<file path="config.mk">
export PLATFORM = sky130hd
export DESIGN_NAME = bulkin_segmenter
export DESIGN_NICKNAME = d
export VERILOG_FILES = /design/src/rtl/seg_pkg.sv /design/src/rtl/seg_datapath.sv /design/src/rtl/seg_control.sv /design/src/rtl/bulkin_segmenter.sv
export SDC_FILE = /design/constraint.sdc
export NUM_CORES = 1
export LEC_CHECK = 0
export CAP_MARGIN = 20
export CORE_MARGIN = 2
export CORE_UTILIZATION = 45
export CTS_BUF_LIST = sky130_fd_sc_hd__clkbuf_16
export CTS_CLUSTER_SIZE = 14
export DETAILED_ROUTE_END_ITERATION = 16
export DONT_BUFFER_PORTS = 1
export PLACE_DENSITY = 0.66
export SYNTH_ARGS = -nofsm -noshare
export SYNTH_HDL_FRONTEND = slang
export SYNTH_SLANG_ARGS = --single-unit
</file>
<file path="constraint.sdc">
create_clock -name clk -period 5.7 [get_ports clk]
set_clock_uncertainty 0.05 [all_clocks]
set_input_delay 1.14 -clock clk [delete_from_list [all_inputs] [get_ports clk]]
set_output_delay 1.14 -clock clk [all_outputs]
set_load 0.02 [all_outputs]
</file>
<file path="src/rtl/seg_pkg.sv">
package seg_pkg;

  typedef enum logic [1:0] {
    ST_IDLE,
    ST_SEND,
    ST_WAIT
  } segState_t;

  // Strobes from control to datapath
  typedef struct packed {
    logic startPkt;  // latch the next packet's length, clear byte counter
    logic issue;     // read one byte this cycle
    logic advance;   // ACK: move offset past the current packet
    logic endFrame;  // ACK of final packet: offset back to zero
  } segStrobe_t;

endpackage

</file>
<file path="src/rtl/seg_datapath.sv">
module seg_datapath
  import seg_pkg::*;
#(
  parameter int ADDR_W = 12,
  parameter int LEN_W  = 11,
  parameter int FS_PKT = 64,
  parameter int HS_PKT = 512,
  parameter int PLEN_W = $clog2(HS_PKT + 1)
) (
  input  logic              clk,
  input  logic              rstN,
  input  segStrobe_t        strb,
  input  logic              highSpeed,
  input  logic [ADDR_W-1:0] descAddr,
  input  logic [LEN_W-1:0]  descLen,
  input  logic [7:0]        descStatus,
  input  logic [7:0]        bufRdData,
  output logic [PLEN_W-1:0] pktLen,
  output logic              pktFinal,
  output logic              issueLast,
  output logic              bufRdEn,
  output logic [ADDR_W-1:0] bufRdAddr,
  output logic              txValid,
  output logic [7:0]        txData,
  output logic              txLast
);

  localparam int TOT_W = LEN_W + 1;

  logic [TOT_W-1:0]  pktStartQ;
  logic              modeHsQ;
  logic [PLEN_W-1:0] cntQ;
  logic [PLEN_W-1:0] curLenQ;
  logic              validQ;
  logic              statusSelQ;
  logic              lastQ;

  logic [TOT_W-1:0]  frameTotal;
  logic [TOT_W-1:0]  remain;
  logic [TOT_W-1:0]  maxPkt;
  logic [TOT_W-1:0]  byteOff;
  logic              effHs;
  logic              isStatus;

  // Packet size: live mode at frame start, latched mode afterwards
  always_comb begin
    frameTotal = TOT_W'(descLen) + TOT_W'(1);
    effHs      = (pktStartQ == '0) ? highSpeed : modeHsQ;
    maxPkt     = effHs ? TOT_W'(HS_PKT) : TOT_W'(FS_PKT);
    remain     = frameTotal - pktStartQ;
    pktFinal   = remain < maxPkt;
    pktLen     = pktFinal ? PLEN_W'(remain) : PLEN_W'(maxPkt);
  end

  // Byte addressing within the frame
  always_comb begin
    byteOff   = pktStartQ + TOT_W'(cntQ);
    isStatus  = byteOff == TOT_W'(descLen);
    bufRdEn   = strb.issue && !isStatus;
    bufRdAddr = descAddr + ADDR_W'(byteOff);
    issueLast = cntQ == (curLenQ - PLEN_W'(1));
  end

  always_ff @(posedge clk) begin
    if (!rstN) begin
      pktStartQ  <= '0;
      modeHsQ    <= 1'b0;
      cntQ       <= '0;
      curLenQ    <= '0;
      validQ     <= 1'b0;
      statusSelQ <= 1'b0;
      lastQ      <= 1'b0;
    end else begin
      if (strb.startPkt) begin
        cntQ    <= '0;
        curLenQ <= pktLen;
        if (pktStartQ == '0) modeHsQ <= highSpeed;
      end else if (strb.issue) begin
        cntQ <= cntQ + PLEN_W'(1);
      end
      if (strb.endFrame)     pktStartQ <= '0;
      else if (strb.advance) pktStartQ <= pktStartQ + TOT_W'(curLenQ);
      validQ     <= strb.issue;
      statusSelQ <= isStatus;
      lastQ      <= strb.issue && issueLast;
    end
  end

  assign txValid = validQ;
  assign txData  = statusSelQ ? descStatus : bufRdData;
  assign txLast  = lastQ;


  issue_in_range_chk: assert property (@(posedge clk) disable iff (!rstN)
    strb.issue |-> (cntQ < curLenQ));


  offset_bound_chk: assert property (@(posedge clk) disable iff (!rstN)
    descValid_unused_guard() |-> (pktStartQ <= frameTotal));

  function automatic logic descValid_unused_guard();
    return 1'b1;
  endfunction


  last_has_data_chk: assert property (@(posedge clk) disable iff (!rstN)
    txLast |-> txValid);

endmodule

</file>
<file path="src/rtl/seg_control.sv">
module seg_control
  import seg_pkg::*;
#(
  parameter int PLEN_W = 10
) (
  input  logic              clk,
  input  logic              rstN,
  input  logic              txReq,
  input  logic              descValid,
  input  logic              hsAck,
  input  logic              hsNak,
  input  logic              hsTimeout,
  input  logic [PLEN_W-1:0] pktLen,
  input  logic              pktFinal,
  input  logic              issueLast,
  output segStrobe_t        strb,
  output logic              pktReady,
  output logic              inNak,
  output logic              txZlp,
  output logic              descRelease
);

  segState_t stateQ, stateD;
  logic      finalQ;
  logic      nakD, zlpD, relD;

  always_comb begin
    stateD = stateQ;
    strb   = '0;
    nakD   = 1'b0;
    zlpD   = 1'b0;
    relD   = 1'b0;
    unique case (stateQ)
      ST_IDLE: begin
        if (txReq) begin
          if (!descValid) begin
            nakD = 1'b1;
          end else begin
            strb.startPkt = 1'b1;
            if (pktLen == '0) begin
              zlpD   = 1'b1;
              stateD = ST_WAIT;
            end else begin
              stateD = ST_SEND;
            end
          end
        end
      end
      ST_SEND: begin
        strb.issue = 1'b1;
        if (issueLast) stateD = ST_WAIT;
      end
      ST_WAIT: begin
        if (hsAck) begin
          strb.advance  = 1'b1;
          strb.endFrame = finalQ;
          relD          = finalQ;
          stateD        = ST_IDLE;
        end else if (hsNak || hsTimeout) begin
          stateD = ST_IDLE;
        end
      end
      default: stateD = ST_IDLE;
    endcase
  end

  always_ff @(posedge clk) begin
    if (!rstN) begin
      stateQ      <= ST_IDLE;
      finalQ      <= 1'b0;
      inNak       <= 1'b0;
      txZlp       <= 1'b0;
      descRelease <= 1'b0;
    end else begin
      stateQ      <= stateD;
      if (strb.startPkt) finalQ <= pktFinal;
      inNak       <= nakD;
      txZlp       <= zlpD;
      descRelease <= relD;
    end
  end

  assign pktReady = (stateQ == ST_IDLE) && descValid;


  release_after_ack_chk: assert property (@(posedge clk) disable iff (!rstN)
    descRelease |-> $past(hsAck));


  nak_no_desc_chk: assert property (@(posedge clk) disable iff (!rstN)
    inNak |-> $past(txReq && !descValid));


  zlp_is_final_chk: assert property (@(posedge clk) disable iff (!rstN)
    txZlp |-> finalQ);


  replay_no_release_chk: assert property (@(posedge clk) disable iff (!rstN)
    (stateQ == ST_WAIT && !hsAck && (hsNak || hsTimeout)) |=> (!descRelease && stateQ == ST_IDLE));


  idle_hs_ignored_chk: assert property (@(posedge clk) disable iff (!rstN)
    (stateQ == ST_IDLE && hsAck) |=> !descRelease);

endmodule

</file>
<file path="src/rtl/bulkin_segmenter.sv">
module bulkin_segmenter
  import seg_pkg::*;
#(
  parameter int ADDR_W = 12,
  parameter int LEN_W  = 11,
  parameter int FS_PKT = 64,
  parameter int HS_PKT = 512,
  parameter int PLEN_W = $clog2(HS_PKT + 1)
) (
  input  logic              clk,
  input  logic              rstN,
  input  logic              highSpeed,
  input  logic              descValid,
  input  logic [ADDR_W-1:0] descAddr,
  input  logic [LEN_W-1:0]  descLen,
  input  logic [7:0]        descStatus,
  output logic              descRelease,
  output logic              bufRdEn,
  output logic [ADDR_W-1:0] bufRdAddr,
  input  logic [7:0]        bufRdData,
  input  logic              txReq,
  output logic              pktReady,
  output logic [PLEN_W-1:0] pktLen,
  output logic              txValid,
  output logic [7:0]        txData,
  output logic              txLast,
  output logic              txZlp,
  output logic              inNak,
  input  logic              hsAck,
  input  logic              hsNak,
  input  logic              hsTimeout
);

  segStrobe_t strb;
  logic       pktFinal;
  logic       issueLast;

  seg_control #(.PLEN_W(PLEN_W)) u_ctrl (
    .clk        (clk),
    .rstN       (rstN),
    .txReq      (txReq),
    .descValid  (descValid),
    .hsAck      (hsAck),
    .hsNak      (hsNak),
    .hsTimeout  (hsTimeout),
    .pktLen     (pktLen),
    .pktFinal   (pktFinal),
    .issueLast  (issueLast),
    .strb       (strb),
    .pktReady   (pktReady),
    .inNak      (inNak),
    .txZlp      (txZlp),
    .descRelease(descRelease)
  );

  seg_datapath #(
    .ADDR_W(ADDR_W),
    .LEN_W (LEN_W),
    .FS_PKT(FS_PKT),
    .HS_PKT(HS_PKT),
    .PLEN_W(PLEN_W)
  ) u_dp (
    .clk       (clk),
    .rstN      (rstN),
    .strb      (strb),
    .highSpeed (highSpeed),
    .descAddr  (descAddr),
    .descLen   (descLen),
    .descStatus(descStatus),
    .bufRdData (bufRdData),
    .pktLen    (pktLen),
    .pktFinal  (pktFinal),
    .issueLast (issueLast),
    .bufRdEn   (bufRdEn),
    .bufRdAddr (bufRdAddr),
    .txValid   (txValid),
    .txData    (txData),
    .txLast    (txLast)
  );


  pkt_size_bound_chk: assert property (@(posedge clk) disable iff (!rstN)
    pktReady |-> (int'(pktLen) <= HS_PKT));

endmodule

</file>
* After elaboration in Yosys (flattened, before gate mapping)
Cells that the tools add are included.
** Storage, ports and cells
- Bits in registers :: 42
- Bits of input ports :: 47
- Output and inout port bits :: 37
** Operators by class
- Add/subtract/negate cells :: 7
- Magnitude comparators :: 1
- Eq/ne operators :: 8
- Multiplexer cells :: 19
- Bitwise operators :: 1
- Reductions and logical operators :: 14
** Operators by type and width (number)
- adder 12 x 10 -> 12 bit :: 2
- 2-to-1 mux 10 bit :: 2
- 2-to-1 mux 2 bit :: 8
- adder 11 x 1 -> 12 bit, second input constant :: 1
- adder 12 bit :: 1
- == test 12 x 11 -> 1 bit :: 1
- logical NOT 12 bit :: 1
- < comparator 12 bit :: 1
- subtractor 12 bit :: 1
- adder 10 x 1 -> 10 bit, second input constant :: 1
- == test 10 bit :: 1
- logical NOT 10 bit :: 1
- subtractor 10 x 1 -> 10 bit, second input constant :: 1
- 2-to-1 mux 8 bit :: 1
- AND reduction 4 bit :: 2
- 2-to-1 mux 1 bit :: 7
- one-hot mux 2 bit (3 select lines) :: 1
- AND reduction 3 bit :: 2
- inequality test 2 bit, second input constant :: 2
- OR reduction 2 bit :: 2
- logical AND 1 bit :: 3
- inequality test 3 x 2 -> 1 bit, second input constant :: 1
- == test 2 x 1 -> 1 bit, second input constant :: 1
- == test 2 bit, second input constant :: 1
- 5 further kinds :: 5

* Longest topological paths before layout
Gate-level depths: netlist (run 1).
- Depth after elaboration :: 10
- Gate-level depth with buffers :: 19

* Modules after synthesis
Synthesis (run 1) repeated with hierarchy kept, for this count alone.
** Unflattened totals
- Cells, all modules :: 504
- Area total of the unflattened synthesis :: 4241.6 um2
** Modules (own cells, without submodules)
- seg_datapath :: times used 1, cells each 475, area each 3946.3 um2
- seg_control :: times used 1, cells each 29, area each 295.3 um2

* Least setup slack after synthesis (run 1)
Ideal clock, no wire load.
- Path kind :: input -> output
- From :: input port descLen[1]
- To :: output port pktLen[6]
- Arrival :: 4.755 ns
- Setup slack :: -0.245 ns
- Stages :: 17
- Buffers on the path :: 1
- Cell sequence :: inv_1 ha_1 inv_1 ha_1 fa_1 a211oi_1 nor2_1 o21ai_0 xor2_1 inv_1 ha_1 or4_1 o221ai_1 o211ai_1 buf_2 o21ai_0 a21boi_0
** On the way
- Longest elaborated chain between the ends :: 4
** RTL lines
- from (decl) :: line bulkin_segmenter.sv:15 : input logic [LEN_W-1:0] descLen,
- adder 11 x 1 -> 12 bit * :: line seg_datapath.sv:47 : frameTotal = TOT_W'(descLen) + TOT_W'(1);
- subtractor 12 bit * :: line seg_datapath.sv:50 : remain = frameTotal - pktStartQ;
- < comparator 12 bit :: line seg_datapath.sv:51 : pktFinal = remain < maxPkt;
- 2-to-1 mux 10 bit * :: line seg_datapath.sv:52 : pktLen = pktFinal ? PLEN_W'(remain) : PLEN_W'(maxPkt);
- to (decl) :: line bulkin_segmenter.sv:23 : output logic [PLEN_W-1:0] pktLen,
Mark *: on every way between the ends. The rest lies on a longest branch, timed or not.

* Worst setup path in the final report (run 1)
- From :: input port descLen[1]
- To :: output port pktLen[4]
Same word-level chain as after synthesis.

==> results.cfg, run 1 <==
[pwr]
combinationalPowerShare_pct = 26.5
irDropWorstVdd_mv = 0.158
power.total_w = 0.000857
power-per-cell-area_nw_per_um2 = 181
power.share.clock_pct = 37.9
p_switching_w = 0.000266
leakage_nw = 2.02
swShare_pct = 31.0
internal_power_w = 0.000591
p_seq_share_pct = 35.7

[sta]
hold_viol_final = 0
period_needed_ns = 5.53
setup_viol = 0
setup_tns_ns = 0
period_share_pct = 96.9
fmax_mhz = 181
holdWs_ns = 0.404
slew_headroom_pct = 35.2
finalMaxSlewViolations = 0
worstMarginPinSlew_ns = 0.970

[final_layout]
final_common_cell = ha_1
final_util_pct = 50.9
drive_gt1_share_pct = 9.21
antenna_cells = 0
fin_area_um2 = 4720
fill_cells = 905
syn_to_final_growth_pct = 9.48
multi_input_area_um2 = 3350
final_cell_mix = 55 x ha_1, 48 x a21oi_1, 42 x dfxtp_1
register_area_um2 = 841
nNetsFinal = 648

[worst_setup_path]
r2r_cells = 18
end_kind = output pin
path_class = in2out
cp_data_required_time_ns = 4.51
r2r-start = u_dp.pktStartQ[1]
start_kind = input pin
crit_start = descLen[1]
reg2reg_slack_ns = 1.70
critPathCapture = pktLen[4]
arrival_ns = 4.34
worst_r2r_endpoint = u_dp.curLenQ[6]
worstPathMaxFanout = 4

[cts]
cts_tree = done
cts-root-buf = clkbuf_16
cts_made_buffers = 5
holdBufCountCts = 0
numClockSinks = 42
clk_latency_ns = 0.28
clk_pin_slew_ns = 0.06
htreeDepth = 2
cts.path.max_buffers = 2

[synth]
seq_area_frac_synth_pct = 19.5
syn-cell-area_um2 = 4320
synth_cell_types = 62
synth_ff_type = dfxtp_1
ys_async_sr_fraction_pct = 0
yosysWarnings = 0
syn_inst = 544
synth-seq-cells = 42
syn_avg_cell_area_um2 = 7.93
syn_nets = 650
synth_edf_count = 0

[placement]
dp_hpwl_um = 9060
port_buffers = 0
gp_congestion = 0.835
placed_area_um2 = 4530

[grt]
overflow = 0
track_usage_pct = 21.4
antenna_found_initial = 0
grt_pass1_wl_um = 17700
grt_max_degree = 17
grt_pass1_vias = 3638

[min_path]
min_path_cells = 1
min_path_type = reg2reg

[detailed_routing]
route.detailed.drc = 0
num_vias = 3867
ant_nets = 0
routedWlPerCell_um = 16.5
dr.pass1.iters = 4
initialDrtViolationCount = 256
wirelength_um = 11100
via_per_inst = 5.75

[die]
start_util_pct = 46.5
fp-row-count = 35
ios = 84
fp.dieH_um = 102
fp.coreArea_um2 = 9280
dieArea_um2 = 10400
die_x_um = 102

[run]
cap_violations = 0

[outcome]
status = completed
-- synthesized netlist by cell type (8+ instances only) --
cell type / instances / area [um2]
ha_1: 55 / 688
a21oi_1: 50 / 250
dfxtp_1: 42 / 841
nand2_1: 41 / 154
nor2_1: 41 / 154
xnor2_1: 40 / 350
inv_1: 36 / 135
xor2_1: 28 / 245
o21ai_0: 23 / 115
nor3_1: 19 / 95.1
clkbuf_1: 13 / 48.8
nor4_1: 12 / 75.1
a21o_1: 11 / 82.6
nor2b_1: 11 / 68.8
mux2_2: 9 / 101
nand3_1: 8 / 40.0
-- through the flow --
step | std cells | setup WS [ns]
final | 672 | 0.175
after global routing | 672 | -0.0137
after detailed placement | 663 | 0.0239
after global placement | 663 | 0.0886
after floorplan | 544 | 0.0163
after CTS | 671 | 0.0142
-- sequential cells by signal (all words and copies together), names as in the netlist --
signal,cells
u_ctrl.inNak,1
u_dp.pktStartQ,12
u_dp.txValid,1
u_dp.cntQ,10
u_dp.curLenQ,10
u_ctrl.descRelease,1
u_dp.txLast,1
u_ctrl.txZlp,1
u_dp.statusSelQ,1
u_dp.modeHsQ,1
u_ctrl.stateQ,2
u_ctrl.finalQ,1
-- timing repair --
item / CTS / global route
resized for setup: 0 / 4
setup endpoints to repair: 0 / 10
setup buffers: 0 / 1
-- worst max-delay path, stage by stage --
cell	delay, ns
inv_1	0.02
ha_1	0.26
inv_1	0.04
ha_1	0.23
fa_2	0.38
a211oi_2	0.27
nor2_1	0.11
o21ai_2	0.17
xor2_1	0.22
inv_1	0.07
ha_1	0.21
or4_1	0.40
o221ai_1	0.08
o211ai_1	0.11
or2_1	0.26
buf_4	0.18
nor2b_4	0.18
-- area by class of cell --
class	count	area share (%)
Clock buffer	5	2.65
Multi-Input combinational cell	448	71.0
Sequential cell	42	17.8
Timing Repair Buffer	8	1.27
Clock inverter	3	0.953
Tap cell	129	3.42
Inverter	37	2.94
-- worst min path at each step --
stage,from,end,slack [ns]
after detailed placement,u_ctrl.finalQ,u_ctrl.finalQ,0.39
after global placement,u_ctrl.finalQ,u_ctrl.finalQ,0.39
after floorplan,u_dp.modeHsQ,u_dp.modeHsQ,0.37
after CTS,u_ctrl.stateQ[0],u_ctrl.inNak,0.40
after global routing,u_ctrl.finalQ,u_ctrl.finalQ,0.42
final,u_ctrl.stateQ[0],u_ctrl.inNak,0.40
-- power groups by stage --
stage	Clock (W)	Sequential (W)	Combinational (W)
2_1_floorplan	0	0.000309	0.000178
3_3_place_gp	0	0.000312	0.000216
3_5_place_dp	0	0.000312	0.000220
4_1_cts	0.000331	0.000306	0.000222
5_1_grt	0.000341	0.000306	0.000246
6_report	0.000324	0.000306	0.000227
-- routing by layer --
| metal | vias to the layer above | global-route usage [%] | routed length, um | part of all wire (%) |
|---|---|---|---|---|
| met5 | - | 0 | 0 | 0 |
| met4 | 0 | 5.54 | 195 | 1.8 |
| met3 | 13 | 2.53 | 517 | 4.7 |
| met2 | 111 | 36.6 | 5220 | 47 |
| met1 | 1799 | 28.7 | 5150 | 46 |
| li1 | 1944 | - | - | - |
-- logic make-up (layout without fill, tap and decap cells) --
family / count (synthesis) / count (layout) / share of synthesized area, %
simple gates: 169 / 169 / 19.7
compound gates: 138 / 138 / 20.5
xor+xnor: 69 / 69 / 14.3
fa+ha+maj: 59 / 59 / 17.8
buf+inv: 54 / 53 / 4.93
flops: 42 / 42 / 19.5
mux: 13 / 13 / 3.28
No activity file was read; power rests on OpenSTA's default activity.
==> inputs of run 2 (changes only) <==
- RECOVER_POWER: default -> 50
- clock period: 5.7 -> 4.75 ns (I/O delays scaled with it)
==> results.cfg, run 2 (synthesized netlist as in run 1, its figures left out) <==
[outcome]
status = finished, violations left
violations = negative setup slack

[worst_setup_path]
cp_data_required_time_ns = 3.75
r2r_cells = 17
worstPathMaxFanout = 4
path_class = in2out
end_kind = output pin
crit_start = descLen[1]
arrival_ns = 4.00
r2r-start = u_dp.pktStartQ[2]
start_kind = input pin

[pwr]
irDropWorstVdd_mv = 0.169
leakage_nw = 2.20
power-per-cell-area_nw_per_um2 = 224

[final_layout]
nNetsFinal = 677
largest_register = u_dp.pktStartQ
drive_gt1_share_pct = 14.5
largest_reg_flops = 12
final_common_cell = ha_1
multi_input_area_um2 = 3440
fin_cells = 701
fill_cells = 883
top_regs = u_dp.pktStartQ: 12 flops, u_dp.cntQ: 10 flops, u_dp.curLenQ: 10 flops
final_util_pct = 54.7
antenna_cells = 0
syn_to_final_growth_pct = 17.6
final_cell_mix = 52 x ha_1, 47 x a21oi_1, 41 x nand2_1
register_area_um2 = 843

[die]
fp.coreArea_um2 = 9280
fp-row-count = 35
fp.dieH_um = 102
dieArea_um2 = 10400
start_util_pct = 46.5
die_x_um = 102
ios = 84

[cts]
numClockSinks = 42
cts.path.max_buffers = 2
holdBufCountCts = 0
clk_latency_ns = 0.28
cts_made_buffers = 5
htreeDepth = 2
cts_tree = done
clk_pin_slew_ns = 0.06
cts-root-buf = clkbuf_16

[grt]
antenna_found_initial = 0
grt_pass1_vias = 3901
grt_max_degree = 17
track_usage_pct = 22.3
grt_pass1_wl_um = 18600
overflow = 0

[sta]
worstMarginPinSlew_ns = 0.967
timing.final.ws_setup_ns = -0.253
fmax_mhz = 200
setup_tns_ns = -2.40
rsz0062_at_grt = true
setup_viol = 10
hold_viol_final = 0
finalMaxSlewViolations = 0
period_needed_ns = 5.00
period_share_pct = 105
slew_headroom_pct = 35.4

[run]
cap_violations = 0

[detailed_routing]
via_per_inst = 5.74
num_vias = 4021
routedWlPerCell_um = 16.6
dr.pass1.iters = 5
initialDrtViolationCount = 179
ant_nets = 0
route.detailed.drc = 0
wirelength_um = 11600

[placement]
placed_cells = 681
dp_hpwl_um = 9000
port_buffers = 0
gp_congestion = 0.826
preCtsSetupSlack_ns = -0.174

[min_path]
min_path_type = reg2reg
hp-start = u_ctrl.stateQ[0]
min_path_cells = 1
==> run 2: cell types whose count changed in the layout (fill, tap and decap cells not counted), sizes merged <==
cell	previous run	this run
buf	8	35
clkbuf	5	7
clkinvlp	2	0
bufinv	1	2
clkinv	0	1
==> run 2: area by class of cell <==
cell class	count	area share (%)
well taps	129	3.18
clock buffers	5	2.46
repair buffers	37	5.72
inverters	37	2.98
flip-flops and latches	42	16.6
multi-input cells	448	67.8
clock inverters	3	1.26
==> run 2: worst max-delay path: stages <==
cell and delay (ns):
inv_12 0.01, ha_4 0.24, inv_2 0.04, ha_4 0.15, fa_2 0.37, a211oi_4 0.28, nor2_2 0.08, o21ai_2 0.16
xor2_1 0.22, inv_1 0.07, ha_2 0.18, or4_4 0.42, o221ai_2 0.08, o211ai_1 0.16, or2_4 0.28, buf_12 0.14
nor2b_4 0.16
==> run 2: metal layers <==
metal	vias to the layer above	GRT usage (%)	share of wire (%)
li1	2004	-	-
met1	1903	30.4	46
met2	102	36.6	48
met3	12	3.15	4.1
met4	0	7.08	1.7
met5	-	0	0
==> run 2: repair_timing <==
item                                    4_1_cts  5_1_grt
buffers inserted                             11        1
endpoints found under the setup margin       10       11
pin swaps                                     4        4
endpoints found under the hold margin         0        0
gates resized for setup                       3       12
==> run 2: worst paths after layout <==
path	end	slack [ns]
max	pktLen[8]	-0.25
min	u_ctrl.inNak	0.41
max reg2reg	u_dp.curLenQ[5]	0.56
min reg2reg	u_ctrl.inNak	0.41
==> run 2: power by group <==
part / switching (W) / internal, W
clock network: 0.000133 / 0.000299
logic: 0.000187 / 0.000152
registers: 0.00000902 / 0.000358
==> run 2: through the flow <==
stage                     cell area [um2]  total power (W)  hold WS (ns)
after floorplan                      4460         0.000595         0.370
after global placement               4740         0.000670         0.387
after detailed placement             4740         0.000674         0.391
after CTS                            5020          0.00113         0.404
after global routing                 5080          0.00119         0.436
final                                5080          0.00114         0.405
==> inputs of run 3 (changes only) <==
- BUFFER_PORTS_ARGS: default -> -buffer_cell sky130_fd_sc_hd__buf_2
- DONT_BUFFER_PORTS: 1 -> default
- PLACE_DENSITY: 0.66 -> 0.74
==> results.cfg, run 3 (synthesized netlist as in run 1, its figures left out) <==
[final_layout]
register_area_um2 = 842
largest_register = u_dp.pktStartQ
drive_gt1_share_pct = 25.5
top_regs = u_dp.pktStartQ: 12 flops, u_dp.cntQ: 10 flops, u_dp.curLenQ: 10 flops
fill_cells = 848
fin_area_um2 = 5580
final_cell_mix = 59 x buf_2, 52 x ha_1, 46 x a21oi_1
largest_reg_flops = 12
final_common_cell = buf_2
multi_input_area_um2 = 3440
antenna_cells = 0
nNetsFinal = 771
syn_to_final_growth_pct = 29.3

[sta]
period_needed_ns = 5.10
rsz0062_at_grt = true
finalMaxSlewViolations = 0
setup_viol = 10
hold_viol_final = 0
slew_headroom_pct = 43.3
holdWs_ns = 0.400
timing.final.ws_setup_ns = -0.347
period_share_pct = 107
fmax_mhz = 196
worstMarginPinSlew_ns = 0.851

[cts]
cts.path.max_buffers = 2
clk_pin_slew_ns = 0.06
numClockSinks = 42
htreeDepth = 2
cts_tree = done
cts_made_buffers = 5
clk_latency_ns = 0.28
cts-root-buf = clkbuf_16

[detailed_routing]
dr.pass1.iters = 5
wirelength_um = 12300
met3_length_um = 574
dr.max_layer_used = met4
via_per_inst = 5.57
ant_nets = 0
wl_met2_um = 6060
routedWlPerCell_um = 15.4
met1_length_um = 5370
initialDrtViolationCount = 200
route.detailed.drc = 0
num_vias = 4427

[outcome]
violations = negative setup slack
status = finished, violations left

[die]
dieArea_um2 = 10400
ios = 84
fp.dieH_um = 102
die_x_um = 102
fp-row-count = 35
start_util_pct = 46.5
fp.coreArea_um2 = 9280

[grt]
overflow = 0
grt_max_degree = 17
antenna_found_initial = 0
grt_pass1_vias = 4277
track_usage_pct = 23.6
grt_pass1_wl_um = 19700

[worst_setup_path]
path_class = in2out
start_kind = input pin
end_kind = output pin
arrival_ns = 4.10
cp_data_required_time_ns = 3.75
worstPathMaxFanout = 4

[placement]
port_buffers = 83
placed_area_um2 = 5270
dp_hpwl_um = 9810
gp_congestion = 0.870

[run]
cap_violations = 0

[min_path]
min_path_type = reg2reg

[pwr]
power-per-cell-area_nw_per_um2 = 196
leakage_nw = 2.54
irDropWorstVdd_mv = 0.153
## run 3: changes by cell type in the layout (fill, tap and decap cells not counted), moves of 2 or more
cell,before,now
buf_6,2,12
bufinv_16,2,0
clkbuf_1,2,15
buf_2,0,59
mux2_2,1,9
mux2_1,8,0
buf_4,32,43
## run 3: critical path, cell delays in order
cell and delay [ns]:
buf_12 0.09, inv_12 0.03, ha_4 0.24, inv_2 0.04, ha_4 0.15, fa_2 0.36, a211oi_4 0.25, nor2_2 0.08
o21ai_2 0.15, xor2_1 0.21, inv_1 0.07, ha_2 0.18, or4_4 0.43, o221ai_2 0.08, o211ai_1 0.14, or2_4 0.28
buf_12 0.14, nor2b_4 0.10, buf_6 0.12
## run 3: through the flow
step,instances,setup slack (ns),utilization (%),setup TNS (ns),total power (W)
6_report,795,-0.347,60.1,-3.28,0.00109
5_1_grt,795,-0.472,60.1,-4.49,0.00115
3_5_place_dp,780,-0.450,56.8,-4.21,0.000728
4_1_cts,793,-0.418,59.6,-3.92,0.00108
3_3_place_gp,780,-0.398,56.8,-3.69,0.000720
2_1_floorplan,544,-0.266,-,-2.11,0.000595
## run 3: path summary, 6_finish.rpt
| kind | start | to | slack (ns) | cells after the start |
|---|---|---|---|---|
| max | descLen[1] | pktLen[5] | -0.35 | 19 |
| min | u_ctrl.finalQ | u_ctrl.finalQ | 0.40 | 1 |
| max reg2reg | u_dp.pktStartQ[2] | u_dp.curLenQ[0] | 0.72 | 16 |
| min reg2reg | u_ctrl.finalQ | u_ctrl.finalQ | 0.40 | 1 |
## run 3: report_power, final
group / leakage (nW) / internal [W] / switching [W]
Combinational: 2.13 / 0.000191 / 0.000210
Clock: 0.0724 / 0.000190 / 0.000135
Sequential: 0.340 / 0.000358 / 0.00000769
## run 3: per-layer routing
layer | vias to the layer above | GRT usage [%]
li1 | 2192 | -
met5 | - | 0
met3 | 21 | 2.60
met1 | 2062 | 29.1
met4 | 0 | 7.38
met2 | 152 | 42.9
## run 3: final cells by class
class,count,area share [%]
clock buffer,5,2.24
clock inverter,3,0.224
inverter,37,2.71
multi-input combinational,448,61.6
sequential,42,15.1
tap,129,2.89
timing repair buffer,131,15.2
## run 3: what timing repair did
item                                    4_1_cts  5_1_grt
pin swaps                                     9        6
endpoints found under the setup margin       10       11
buffers inserted                              5        2
hold buffers                                  0        0
gates resized for setup                      25       13
hold endpoints to repair                      0        0
